### src/rtl/dirq_pkg.sv
package dirq_pkg;
  // Address field widths; line and channel fields are sized for the maximum supported counts
  localparam int KIND_W     = 2;
  localparam int LINE_FLD_W = 2;
  localparam int CH_FLD_W   = 6;
  localparam int ADDR_W     = KIND_W + LINE_FLD_W + CH_FLD_W;

  // Bit positions of the two causes inside a status or mask word
  localparam int DONE_POS = 0;
  localparam int ERR_POS  = 6;

  typedef enum logic [KIND_W-1:0] {
    KIND_STAT  = 2'd0,
    KIND_MASK  = 2'd1,
    KIND_TXSUM = 2'd2,
    KIND_RXSUM = 2'd3
  } reg_kind_e;

  typedef struct packed {
    reg_kind_e             kind;
    logic [LINE_FLD_W-1:0] line;
    logic [CH_FLD_W-1:0]   ch;
  } reg_addr_t;
endpackage

### src/rtl/dirq_wr_decode.sv
module dirq_wr_decode
  import dirq_pkg::*;
#(
  parameter int NUM_CH  = 8,
  parameter int NUM_OUT = 4
) (
  input  logic                wr_en,
  input  logic [ADDR_W-1:0]   wr_addr,
  output logic [NUM_CH-1:0]   stat_we [NUM_OUT],
  output logic [NUM_CH-1:0]   mask_we [NUM_OUT]
);
  reg_addr_t wa;
  logic      stat_hit;
  logic      mask_hit;

  assign wa       = reg_addr_t'(wr_addr);
  assign stat_hit = wr_en && (wa.kind == KIND_STAT);
  assign mask_hit = wr_en && (wa.kind == KIND_MASK);

  for (genvar o = 0; o < NUM_OUT; o++) begin : g_line
    for (genvar c = 0; c < NUM_CH; c++) begin : g_ch
      logic sel;
      assign sel           = (wa.line == LINE_FLD_W'(o)) && (wa.ch == CH_FLD_W'(c));
      assign stat_we[o][c] = stat_hit && sel;
      assign mask_we[o][c] = mask_hit && sel;
    end
  end
endmodule

### src/rtl/dirq_cause_cell.sv
module dirq_cause_cell (
  input  logic clk,
  input  logic rst_n,
  input  logic ev_done,
  input  logic ev_err,
  input  logic stat_we,
  input  logic mask_we,
  input  logic wd_done,
  input  logic wd_err,
  output logic st_done,
  output logic st_err,
  output logic mk_done,
  output logic mk_err,
  output logic hit
);
  logic [1:0] st_q, st_d, mk_q, mk_d;
  logic [1:0] set_v, clr_v;
  logic       st_en;

  // index 0 = done, index 1 = error
  assign set_v = {ev_err, ev_done};
  assign clr_v = stat_we ? {wd_err, wd_done} : 2'b00;

  always_comb begin
    // set dominates clear so a fresh event is never dropped
    st_d  = (st_q & ~clr_v) | set_v;
    st_en = |(set_v | clr_v);
    mk_d  = {wd_err, wd_done};
  end

  always_ff @(posedge clk or negedge rst_n) begin
    if (!rst_n) begin
      st_q <= 2'b00;
    end else if (st_en) begin
      st_q <= st_d;
    end
  end

  always_ff @(posedge clk or negedge rst_n) begin
    if (!rst_n) begin
      mk_q <= 2'b00;
    end else if (mask_we) begin
      mk_q <= mk_d;
    end
  end

  assign st_done = st_q[0];
  assign st_err  = st_q[1];
  assign mk_done = mk_q[0];
  assign mk_err  = mk_q[1];
  assign hit     = |(st_q & mk_q);
endmodule

### src/rtl/dirq_summary.sv
module dirq_summary #(
  parameter int NUM_CH = 8,
  localparam int HALF  = NUM_CH / 2
) (
  input  logic [NUM_CH-1:0] hit,
  output logic [HALF-1:0]   tx_word,
  output logic [HALF-1:0]   rx_word,
  output logic              irq
);
  for (genvar c = 0; c < NUM_CH; c++) begin : g_route
    if ((c % 2) == 0) begin : g_tx
      assign tx_word[c/2] = hit[c];
    end else begin : g_rx
      assign rx_word[c/2] = hit[c];
    end
  end

  assign irq = (|tx_word) | (|rx_word);
endmodule

### src/rtl/dma_irq_aggregator.sv
module dma_irq_aggregator
  import dirq_pkg::*;
#(
  parameter int NUM_CH  = 8,
  parameter int NUM_OUT = 4,
  parameter int DATA_W  = 32
) (
  input  logic                clk,
  input  logic                rst_n,
  input  logic [NUM_CH-1:0]   ev_done_i,
  input  logic [NUM_CH-1:0]   ev_err_i,
  input  logic                wr_en_i,
  input  logic [ADDR_W-1:0]   wr_addr_i,
  input  logic [DATA_W-1:0]   wr_data_i,
  input  logic [ADDR_W-1:0]   rd_addr_i,
  output logic [DATA_W-1:0]   rd_data_o,
  output logic [NUM_OUT-1:0]  irq_o
);
  localparam int HALF      = NUM_CH / 2;
  localparam int CH_IDX_W  = $clog2(NUM_CH);
  localparam int OUT_IDX_W = $clog2(NUM_OUT);

  logic [NUM_CH-1:0] stat_we [NUM_OUT];
  logic [NUM_CH-1:0] mask_we [NUM_OUT];
  logic [NUM_CH-1:0] st_done [NUM_OUT];
  logic [NUM_CH-1:0] st_err  [NUM_OUT];
  logic [NUM_CH-1:0] mk_done [NUM_OUT];
  logic [NUM_CH-1:0] mk_err  [NUM_OUT];
  logic [NUM_CH-1:0] hit     [NUM_OUT];
  logic [HALF-1:0]   tx_w    [NUM_OUT];
  logic [HALF-1:0]   rx_w    [NUM_OUT];
  logic              wr_data_unused;

  assign wr_data_unused = ^wr_data_i;

  dirq_wr_decode #(.NUM_CH(NUM_CH), .NUM_OUT(NUM_OUT)) u_dec (
    .wr_en   (wr_en_i),
    .wr_addr (wr_addr_i),
    .stat_we (stat_we),
    .mask_we (mask_we)
  );

  for (genvar o = 0; o < NUM_OUT; o++) begin : g_line
    for (genvar c = 0; c < NUM_CH; c++) begin : g_ch
      dirq_cause_cell u_cell (
        .clk     (clk),
        .rst_n   (rst_n),
        .ev_done (ev_done_i[c]),
        .ev_err  (ev_err_i[c]),
        .stat_we (stat_we[o][c]),
        .mask_we (mask_we[o][c]),
        .wd_done (wr_data_i[DONE_POS]),
        .wd_err  (wr_data_i[ERR_POS]),
        .st_done (st_done[o][c]),
        .st_err  (st_err[o][c]),
        .mk_done (mk_done[o][c]),
        .mk_err  (mk_err[o][c]),
        .hit     (hit[o][c])
      );
    end

    dirq_summary #(.NUM_CH(NUM_CH)) u_sum (
      .hit     (hit[o]),
      .tx_word (tx_w[o]),
      .rx_word (rx_w[o]),
      .irq     (irq_o[o])
    );
  end

  // Combinational read mux
  reg_addr_t                ra;
  logic [OUT_IDX_W-1:0]     r_line;
  logic [CH_IDX_W-1:0]      r_ch;
  logic                     line_ok;
  logic                     ch_ok;

  assign ra      = reg_addr_t'(rd_addr_i);
  assign r_line  = ra.line[OUT_IDX_W-1:0];
  assign r_ch    = ra.ch[CH_IDX_W-1:0];
  assign line_ok = int'(ra.line) < NUM_OUT;
  assign ch_ok   = int'(ra.ch) < NUM_CH;

  always_comb begin
    rd_data_o = '0;
    if (line_ok) begin
      unique case (ra.kind)
        KIND_STAT: begin
          if (ch_ok) begin
            rd_data_o[DONE_POS] = st_done[r_line][r_ch];
            rd_data_o[ERR_POS]  = st_err[r_line][r_ch];
          end
        end
        KIND_MASK: begin
          if (ch_ok) begin
            rd_data_o[DONE_POS] = mk_done[r_line][r_ch];
            rd_data_o[ERR_POS]  = mk_err[r_line][r_ch];
          end
        end
        KIND_TXSUM: rd_data_o[HALF-1:0] = tx_w[r_line];
        KIND_RXSUM: rd_data_o[HALF-1:0] = rx_w[r_line];
        default:    rd_data_o = '0;
      endcase
    end
  end
endmodule

### config.mk
export PLATFORM = sky130hd
export DESIGN_NAME = dma_irq_aggregator
export DESIGN_NICKNAME = d
export VERILOG_FILES = /design/src/rtl/dirq_pkg.sv /design/src/rtl/dirq_wr_decode.sv /design/src/rtl/dirq_cause_cell.sv /design/src/rtl/dirq_summary.sv /design/src/rtl/dma_irq_aggregator.sv
export SDC_FILE = /design/constraint.sdc
export NUM_CORES = 1
export LEC_CHECK = 0
export ABC_AREA = 1
export BUFFER_PORTS_ARGS = -buffer_cell sky130_fd_sc_hd__buf_2
export CAP_MARGIN = 25
export CORE_ASPECT_RATIO = 1.4
export CORE_MARGIN = 1
export CORE_UTILIZATION = 35
export CTS_BUF_LIST = sky130_fd_sc_hd__clkbuf_16
export CTS_CLUSTER_SIZE = 8
export DETAILED_ROUTE_END_ITERATION = 6
export PLACE_DENSITY_LB_ADDON = 0.12
export SLEW_MARGIN = 0
export SYNTH_ARGS = -nofsm -noshare
export SYNTH_HDL_FRONTEND = slang
export SYNTH_SLANG_ARGS = --single-unit
### constraint.sdc
create_clock -name clk -period 1.3 [get_ports clk]
set_clock_uncertainty 0.15 [all_clocks]
set_input_delay 0.065 -clock clk [delete_from_list [all_inputs] [get_ports clk]]
set_output_delay 0.065 -clock clk [all_outputs]
set_load 0.005 [all_outputs]
==> impl_metrics.prom, run 1 <==
# TYPE chip_impl_metric gauge
chip_impl_metric{name="power-per-cell-area",unit="nW/µm²"} 1040
chip_impl_metric{name="ff_latch_area",unit="µm²"} 3200
chip_impl_metric{name="worst-path-buf-inv",unit=""} 2
chip_impl_metric{name="fp-row-count",unit=""} 62
chip_impl_metric{name="place.gp.congestion",unit=""} 0.911
chip_impl_metric{name="final_report_hold_violation_count",unit=""} 14
chip_impl_info{name="top_delay_family_on_crit_path",value="flip-flops"} 1
chip_impl_metric{name="ys_seq_elements",unit=""} 128
chip_impl_info{name="most_instantiated_cells_after_synthesis",value="sky130_fd_sc_hd__nand2_1, sky130_fd_sc_hd__nand3_1, sky130_fd_sc_hd__dfrtp_1"} 1
chip_impl_metric{name="final_ant_viol_nets",unit=""} 0
chip_impl_metric{name="initial_antenna_violation_count",unit=""} 0
chip_impl_metric{name="total_core_area",unit="µm²"} 20500
chip_impl_metric{name="cp_max_fo",unit=""} 3
chip_impl_metric{name="drt_pre_antenna_iters",unit=""} 7
chip_impl_metric{name="post_dr_wirelength_cell",unit="µm"} 18.0
chip_impl_info{name="dominantRegCellSynth",value="sky130_fd_sc_hd__dfrtp_1"} 1
chip_impl_info{name="yosys-top-cells-area",value="sky130_fd_sc_hd__dfrtp_1, sky130_fd_sc_hd__nand2_1, sky130_fd_sc_hd__nand3_1"} 1
chip_impl_metric{name="syn-instance-count",unit=""} 1004
chip_impl_metric{name="wl_met2",unit="µm"} 12700
chip_impl_metric{name="height_of_the_chip",unit="µm"} 173
chip_impl_info{name="root_buffer",value="sky130_fd_sc_hd__clkbuf_16"} 1
chip_impl_metric{name="p_int",unit="mW"} 7.12
chip_impl_metric{name="met3WireLength",unit="µm"} 902
chip_impl_metric{name="clkSlewWorstSetupHoldPaths",unit="ns"} 0.06
chip_impl_metric{name="cts_stage_hold_buffer_count",unit=""} 19
chip_impl_info{name="crit_chain",value="a22o_1, nor4_2, buf_4, nand2_2, buf_2"} 1
chip_impl_metric{name="postSynthAreaPerCell",unit="µm²"} 7.26
chip_impl_metric{name="synthArstFlopShare",unit="%"} 100
chip_impl_metric{name="totalPowerFinal",unit="mW"} 9.86
chip_impl_metric{name="number_of_max_slew_violations_in_the_final_report",unit=""} 0
chip_impl_metric{name="fill_cells",unit=""} 2095
chip_impl_metric{name="dieWidth",unit="µm"} 124
chip_impl_metric{name="cts_sinks",unit=""} 128
chip_impl_metric{name="synth_cell_type_count",unit=""} 29
chip_impl_metric{name="min_period_over_period",unit="%"} 148
chip_impl_metric{name="finish.utilization",unit="%"} 46.2
chip_impl_metric{name="design.die.area",unit="µm²"} 21400
chip_impl_metric{name="routed_wl",unit="µm"} 25000
chip_impl_metric{name="switching_part_of_the_total_power",unit="%"} 27.7
chip_impl_metric{name="max_h_tree_level",unit=""} 4
chip_impl_info{name="tritoncts",value="yes"} 1
chip_impl_metric{name="io_pins",unit=""} 107
chip_impl_metric{name="gr-usage-all-layers",unit="%"} 24.8
chip_impl_metric{name="synthToLayoutAreaGrowth",unit="%"} 29.9
chip_impl_metric{name="grt_first_pass_wirelength",unit="µm"} 39700
chip_impl_metric{name="dpl.hpwl",unit="µm"} 17800
chip_impl_metric{name="layout-drive-gt1-share",unit="%"} 22.3
chip_impl_metric{name="yosysWarningCount",unit=""} 0
chip_impl_metric{name="insertion_delay_of_the_later_clocked_pin_in_the_worst_skew_pair",unit="ns"} 0.42
chip_impl_metric{name="cts_buffers",unit=""} 17
chip_impl_info{name="synth_largest_area_cell",value="sky130_fd_sc_hd__dfrtp_1"} 1
chip_impl_metric{name="synth-edff-count",unit=""} 0
chip_impl_info{name="critical_path.endpoint_type",value="primary output"} 1
chip_impl_metric{name="vias_per_cell",unit=""} 5.21
chip_impl_metric{name="power.leakage",unit="nW"} 4.26
chip_impl_metric{name="drc",unit=""} 1
chip_impl_metric{name="place.port_buffers",unit=""} 49
chip_impl_metric{name="initial_core_util",unit="%"} 35.6
chip_impl_info{name="timing_worst_setup_path_type",value="flop to primary output"} 1
chip_impl_info{name="worst_setup_path_start_kind",value="flop"} 1
chip_impl_info{name="rsz_0062_raised_after_global_routing",value="yes"} 1
chip_impl_info{name="yosys.cell_count.top_type",value="sky130_fd_sc_hd__nand2_1"} 1
chip_impl_info{name="run_status",value="finished, violations left"} 1
chip_impl_metric{name="crit_path_max_cell_delay",unit="ns"} 0.42
chip_impl_metric{name="fmax",unit="MHz"} 518
chip_impl_metric{name="max-cap-violations",unit=""} 0
chip_impl_info{name="worst_path_max_delay_cell",value="sky130_fd_sc_hd__dfrtp_1"} 1
chip_impl_metric{name="finalSetupViolations",unit=""} 9
chip_impl_metric{name="routedLengthMet1",unit="µm"} 10300
chip_impl_metric{name="min_period",unit="ns"} 1.93
chip_impl_metric{name="synth_area",unit="µm²"} 7290
chip_impl_metric{name="timing.final.ws_setup",unit="ns"} -0.630
chip_impl_metric{name="footprint_of_the_multi_input_gates",unit="µm²"} 3910
chip_impl_metric{name="sequentialPowerShare",unit="%"} 41.0
chip_impl_metric{name="layout.nets",unit=""} 1188
chip_impl_metric{name="worst_ep_arrival_time",unit="ns"} 1.72
chip_impl_metric{name="first_global_vias",unit=""} 7200
chip_impl_info{name="worst_hold_path_type",value="primary input to async pin"} 1
chip_impl_metric{name="synth_top_area_share",unit="%"} 43.9
chip_impl_metric{name="grt-ovfl-total",unit=""} 0
chip_impl_metric{name="switchingPower",unit="mW"} 2.73
chip_impl_metric{name="grt_max_degree",unit=""} 65
chip_impl_metric{name="dr_total_vias",unit=""} 7210
chip_impl_metric{name="power_frac_clock",unit="%"} 45.5
chip_impl_metric{name="worst-endpoint-required",unit="ns"} 1.09
chip_impl_metric{name="share_comb_of_total_power",unit="%"} 13.5
chip_impl_metric{name="cts_max_path_buffers",unit=""} 2
chip_impl_metric{name="power.ir.vdd_worst",unit="mV"} 0.856
chip_impl_info{name="highest_layer",value="met4"} 1
chip_impl_metric{name="synth_sequential_area_ratio",unit="%"} 43.9
chip_impl_metric{name="n_antenna_cell",unit=""} 0
chip_impl_metric{name="finalHoldWorstSlack",unit="ns"} -0.0743
chip_impl_metric{name="detail_route.iter0.violations",unit=""} 509
chip_impl_info{name="violated_checks",value="design-rule violations, negative hold slack, negative setup slack"} 1
-- per-stage QoR --
step	setup TNS (ns)	instances	hold slack, ns	instance area, µm²	worst slack (ns)
2_1_floorplan	0	1030	-0.381	7390	0.0416
3_3_place_gp	-12.26	1331	-0.177	8280	-0.354
3_5_place_dp	-12.84	1331	-0.176	8280	-0.338
4_1_cts	-5.51	1382	-0.0838	9300	-0.670
5_1_grt	-5.92	1385	-0.0560	9470	-0.718
6_report	-5.36	1385	-0.0743	9470	-0.630
-- worst paths after layout --
check | start | to | slack (ns) | cells past startpoint
max in group asynchronous | rst_n | g_line[2].g_ch[6].u_cell.st_q[0]$_DFFE_PN0P_ | 0.51 | 3
setup / recovery | g_line[2].g_ch[4].u_cell.st_q[0]$_DFFE_PN0P_ | irq_o[2] | -0.63 | 5
hold reg to reg | g_line[3].g_ch[0].u_cell.mk_q[0]$_DFFE_PN0P_ | g_line[3].g_ch[0].u_cell.mk_q[0]$_DFFE_PN0P_ | 0.36 | 2
min in group clk | wr_addr_i[6] | g_line[0].g_ch[4].u_cell.mk_q[0]$_DFFE_PN0P_ | 0.01 | 6
setup reg to reg | g_line[1].g_ch[4].u_cell.mk_q[1]$_DFFE_PN0P_ | g_line[1].g_ch[4].u_cell.mk_q[1]$_DFFE_PN0P_ | 0.33 | 3
hold / removal | rst_n | g_line[3].g_ch[3].u_cell.mk_q[1]$_DFFE_PN0P_ | -0.07 | 2
-- power by group through the flow --
| stage | Sequential [mW] | Clock, mW | Combinational [mW] |
|---|---|---|---|
| 2_1_floorplan | 4.11 | 0 | 0.680 |
| 3_3_place_gp | 4.11 | 0 | 1.17 |
| 3_5_place_dp | 4.11 | 0 | 1.17 |
| 4_1_cts | 4.04 | 4.56 | 1.29 |
| 5_1_grt | 4.04 | 4.73 | 1.46 |
| 6_report | 4.04 | 4.48 | 1.33 |
-- state kept, by name, summed over array words and instances, names as in the netlist --
name and flops:
g_line.g_ch.u_cell.mk_q 64, g_line.g_ch.u_cell.st_q 64
-- kinds of logic after synthesis --
family	Yosys count	synth area share (%)
AND/OR/NAND/NOR	570	33.6
AO/OA/AOI/OAI	177	13.5
flip-flops	128	43.9
buffers and inverters	128	8.88
other	1	0.0515
-- layer usage --
| layer | vias to the layer above | track usage (%) |
|---|---|---|
| li1 | 3502 | - |
| met1 | 3447 | 30.4 |
| met2 | 197 | 41.6 |
| met3 | 64 | 4.09 |
| met4 | 0 | 12.2 |
| met5 | - | 0 |
-- final cells by class --
type	count	share of cell area, %
well taps	256	3.38
multi-input cells	774	41.3
clock inverters	14	1.27
repair buffers	150	13.8
inverters	46	1.85
clock buffers	17	4.49
flip-flops and latches	128	33.8
-- layout by cell type, fill, tap and decap left out, drive strengths merged --
cell,instances
a22o,22
buf,131
bufinv,1
clkbuf,17
clkinv,7
clkinvlp,6
conb,27
dfrtp,128
dlygate4sd3,19
inv,46
nand2,362
nand3,156
nor2,38
nor3,4
nor3b,1
nor4,8
o211ai,2
o21ai,146
o22ai,7
or2,1
-- what timing repair did --
| item | CTS | global route |
|---|---|---|
| cloned | 0 | 0 |
| hold endpoints to repair | 196 | 14 |
| setup endpoints to repair | 9 | 13 |
| buffers inserted | 1 | 3 |
| resized for setup | 74 | 39 |
| pin swaps | 48 | 23 |
No activity file was read; power rests on OpenSTA's default activity.
==> run 2: changes to the inputs <==
--- a/config.mk
+++ b/config.mk
@@ -13,5 +13,6 @@
 export CORE_UTILIZATION = 35
-export CTS_BUF_LIST = sky130_fd_sc_hd__clkbuf_16
+export CTS_BUF_LIST = sky130_fd_sc_hd__clkbuf_8
 export CTS_CLUSTER_SIZE = 8
 export DETAILED_ROUTE_END_ITERATION = 6
+export GPL_ROUTABILITY_DRIVEN = 0
 export PLACE_DENSITY_LB_ADDON = 0.12
--- a/constraint.sdc
+++ b/constraint.sdc
@@ -4,2 +4,2 @@
 set_output_delay 0.065 -clock clk [all_outputs]
-set_load 0.005 [all_outputs]
+set_load 0.05 [all_outputs]
==> impl_metrics.prom, run 2 (same netlist as run 1, synthesis figures left out) <==
# TYPE chip_impl_metric gauge
chip_impl_info{name="worst_setup_path_start_kind",value="flop"} 1
chip_impl_metric{name="drt_pre_antenna_iters",unit=""} 4
chip_impl_metric{name="clkSlewWorstSetupHoldPaths",unit="ns"} 0.08
chip_impl_metric{name="grt_first_pass_wirelength",unit="µm"} 39400
chip_impl_metric{name="dr_total_vias",unit=""} 7194
chip_impl_metric{name="dieWidth",unit="µm"} 124
chip_impl_metric{name="min_period_over_period",unit="%"} 155
chip_impl_metric{name="total_core_area",unit="µm²"} 20500
chip_impl_metric{name="routed_wl",unit="µm"} 24700
chip_impl_metric{name="height_of_the_chip",unit="µm"} 173
chip_impl_metric{name="gr-usage-all-layers",unit="%"} 24.6
chip_impl_metric{name="power.ir.vdd_worst",unit="mV"} 0.697
chip_impl_metric{name="timing.max_slew.rel_slack",unit="%"} 54.5
chip_impl_info{name="layout_commonest_cell",value="sky130_fd_sc_hd__nand2_1"} 1
chip_impl_metric{name="initial_antenna_violation_count",unit=""} 0
chip_impl_metric{name="io_pins",unit=""} 107
chip_impl_info{name="largestRegisters",value="g_line.g_ch.u_cell.mk_q x64, g_line.g_ch.u_cell.st_q x64"} 1
chip_impl_info{name="worst_hold_path_type",value="primary input to async pin"} 1
chip_impl_info{name="run_status",value="finished, violations left"} 1
chip_impl_metric{name="vias_per_cell",unit=""} 5.14
chip_impl_metric{name="layout.nets",unit=""} 1201
chip_impl_metric{name="timing.final.ws_setup",unit="ns"} -0.719
chip_impl_metric{name="cts_buffers",unit=""} 17
chip_impl_metric{name="detailedPlace.worstSlack",unit="ns"} -0.478
chip_impl_info{name="rsz_0062_raised_after_global_routing",value="yes"} 1
chip_impl_metric{name="place.port_buffers",unit=""} 49
chip_impl_metric{name="initial_core_util",unit="%"} 35.6
chip_impl_metric{name="finish.utilization",unit="%"} 46.4
chip_impl_metric{name="max-cap-violations",unit=""} 0
chip_impl_metric{name="cts_max_path_buffers",unit=""} 2
chip_impl_metric{name="detail_route.iter0.violations",unit=""} 471
chip_impl_metric{name="synthToLayoutAreaGrowth",unit="%"} 30.4
chip_impl_metric{name="dpl.hpwl",unit="µm"} 17900
chip_impl_metric{name="fmax",unit="MHz"} 495
chip_impl_metric{name="max_h_tree_level",unit=""} 4
chip_impl_metric{name="worst-endpoint-required",unit="ns"} 1.09
chip_impl_info{name="critical_path.endpoint_type",value="primary output"} 1
chip_impl_metric{name="insertion_delay_of_the_later_clocked_pin_in_the_worst_skew_pair",unit="ns"} 0.45
chip_impl_metric{name="cts_sinks",unit=""} 128
chip_impl_info{name="timing_worst_setup_path_type",value="flop to primary output"} 1
chip_impl_metric{name="worst-slew-pin-transition",unit="ns"} 0.683
chip_impl_metric{name="final_ant_viol_nets",unit=""} 0
chip_impl_metric{name="post_dr_wirelength_cell",unit="µm"} 17.7
chip_impl_metric{name="number_of_max_slew_violations_in_the_final_report",unit=""} 0
chip_impl_info{name="layout.cells.most_common_list",value="sky130_fd_sc_hd__nand2_1, sky130_fd_sc_hd__nand3_1, sky130_fd_sc_hd__dfrtp_1"} 1
chip_impl_metric{name="power.leakage",unit="nW"} 4.30
chip_impl_metric{name="cp_max_fo",unit=""} 3
chip_impl_metric{name="final_report_hold_violation_count",unit=""} 0
chip_impl_metric{name="drc",unit=""} 0
chip_impl_info{name="root_buffer",value="sky130_fd_sc_hd__clkbuf_8"} 1
chip_impl_metric{name="layout-drive-gt1-share",unit="%"} 21.7
chip_impl_metric{name="finalSetupViolations",unit=""} 9
chip_impl_metric{name="grt-ovfl-total",unit=""} 0
chip_impl_metric{name="design.die.area",unit="µm²"} 21400
chip_impl_metric{name="n_antenna_cell",unit=""} 0
chip_impl_metric{name="finalHoldWorstSlack",unit="ns"} 0.0111
chip_impl_metric{name="first_global_vias",unit=""} 7087
chip_impl_metric{name="power-per-cell-area",unit="nW/µm²"} 952
chip_impl_metric{name="min_period",unit="ns"} 2.02
chip_impl_metric{name="fp-row-count",unit=""} 62
chip_impl_metric{name="grt_max_degree",unit=""} 65
chip_impl_info{name="violated_checks",value="negative setup slack"} 1
chip_impl_info{name="tritoncts",value="yes"} 1
chip_impl_metric{name="worst_ep_arrival_time",unit="ns"} 1.80
[run 2: path summary, 6_finish.rpt]
check	startpoint	cells past startpoint	endpoint	slack, ns
setup / recovery	g_line[0].g_ch[6].u_cell.st_q[1]$_DFFE_PN0P_	6	rd_data_o[3]	-0.72
hold / removal	rst_n	3	g_line[3].g_ch[7].u_cell.st_q[0]$_DFFE_PN0P_	0.01
setup reg to reg	g_line[0].g_ch[4].u_cell.mk_q[1]$_DFFE_PN0P_	5	g_line[0].g_ch[4].u_cell.mk_q[1]$_DFFE_PN0P_	0.14
hold reg to reg	g_line[1].g_ch[6].u_cell.mk_q[0]$_DFFE_PN0P_	2	g_line[1].g_ch[6].u_cell.mk_q[0]$_DFFE_PN0P_	0.37
max in group asynchronous	rst_n	5	g_line[1].g_ch[6].u_cell.st_q[1]$_DFFE_PN0P_	0.11
min in group clk	wr_addr_i[4]	6	g_line[1].g_ch[5].u_cell.mk_q[1]$_DFFE_PN0P_	0.04
[run 2: power by group]
part           total [mW]  internal [mW]  switching [mW]
combinational        1.72          0.615            1.10
sequential           4.04           4.01          0.0301
clock                3.29           1.55            1.74
[run 2: stage by stage]
step / setup TNS [ns] / cells / power [mW] / instance area, µm²
final: -6.06 / 1399 / 9.05 / 9510
after CTS: -7.78 / 1390 / 9.05 / 9250
after global routing: -6.87 / 1399 / 9.43 / 9510
after detailed placement: -18.87 / 1332 / 5.62 / 8410
after floorplan: -0.0119 / 1030 / 5.10 / 7490
after global placement: -17.87 / 1332 / 5.62 / 8410
[run 2: cell type report]
type                       instances  area, µm²
clock buffer                      18        248
multi-input combinational        774       3920
inverter                          46        178
tap                              256        320
fill                            2062      11000
timing repair buffer             163       1520
clock inverter                    14        119
sequential                       128       3200
[run 2: per-layer routing]
metal,share of wire (%),wire [µm],vias up,global-route usage (%)
met5,0,0,-,0
met4,4.0,994,0,10.7
met3,3.2,782,64,3.46
met2,52,12800,201,42.2
met1,41,10200,3391,30.3
li1,-,-,3538,-
[run 2: timing repair]
item	4_1_cts	5_1_grt
setup endpoints to repair	9	33
pin swaps	16	31
resized for setup	59	49
setup buffers	4	9
endpoints found under the hold margin	224	0
hold buffers	22	0
[run 2: critical path, stage by stage (launching register included)]
cell	delay, ns
sky130_fd_sc_hd__dfrtp_1	0.45
sky130_fd_sc_hd__a22o_1	0.27
sky130_fd_sc_hd__nor2_1	0.06
sky130_fd_sc_hd__o22ai_1	0.20
sky130_fd_sc_hd__nand2_1	0.13
sky130_fd_sc_hd__nand2_4	0.09
sky130_fd_sc_hd__buf_6	0.15
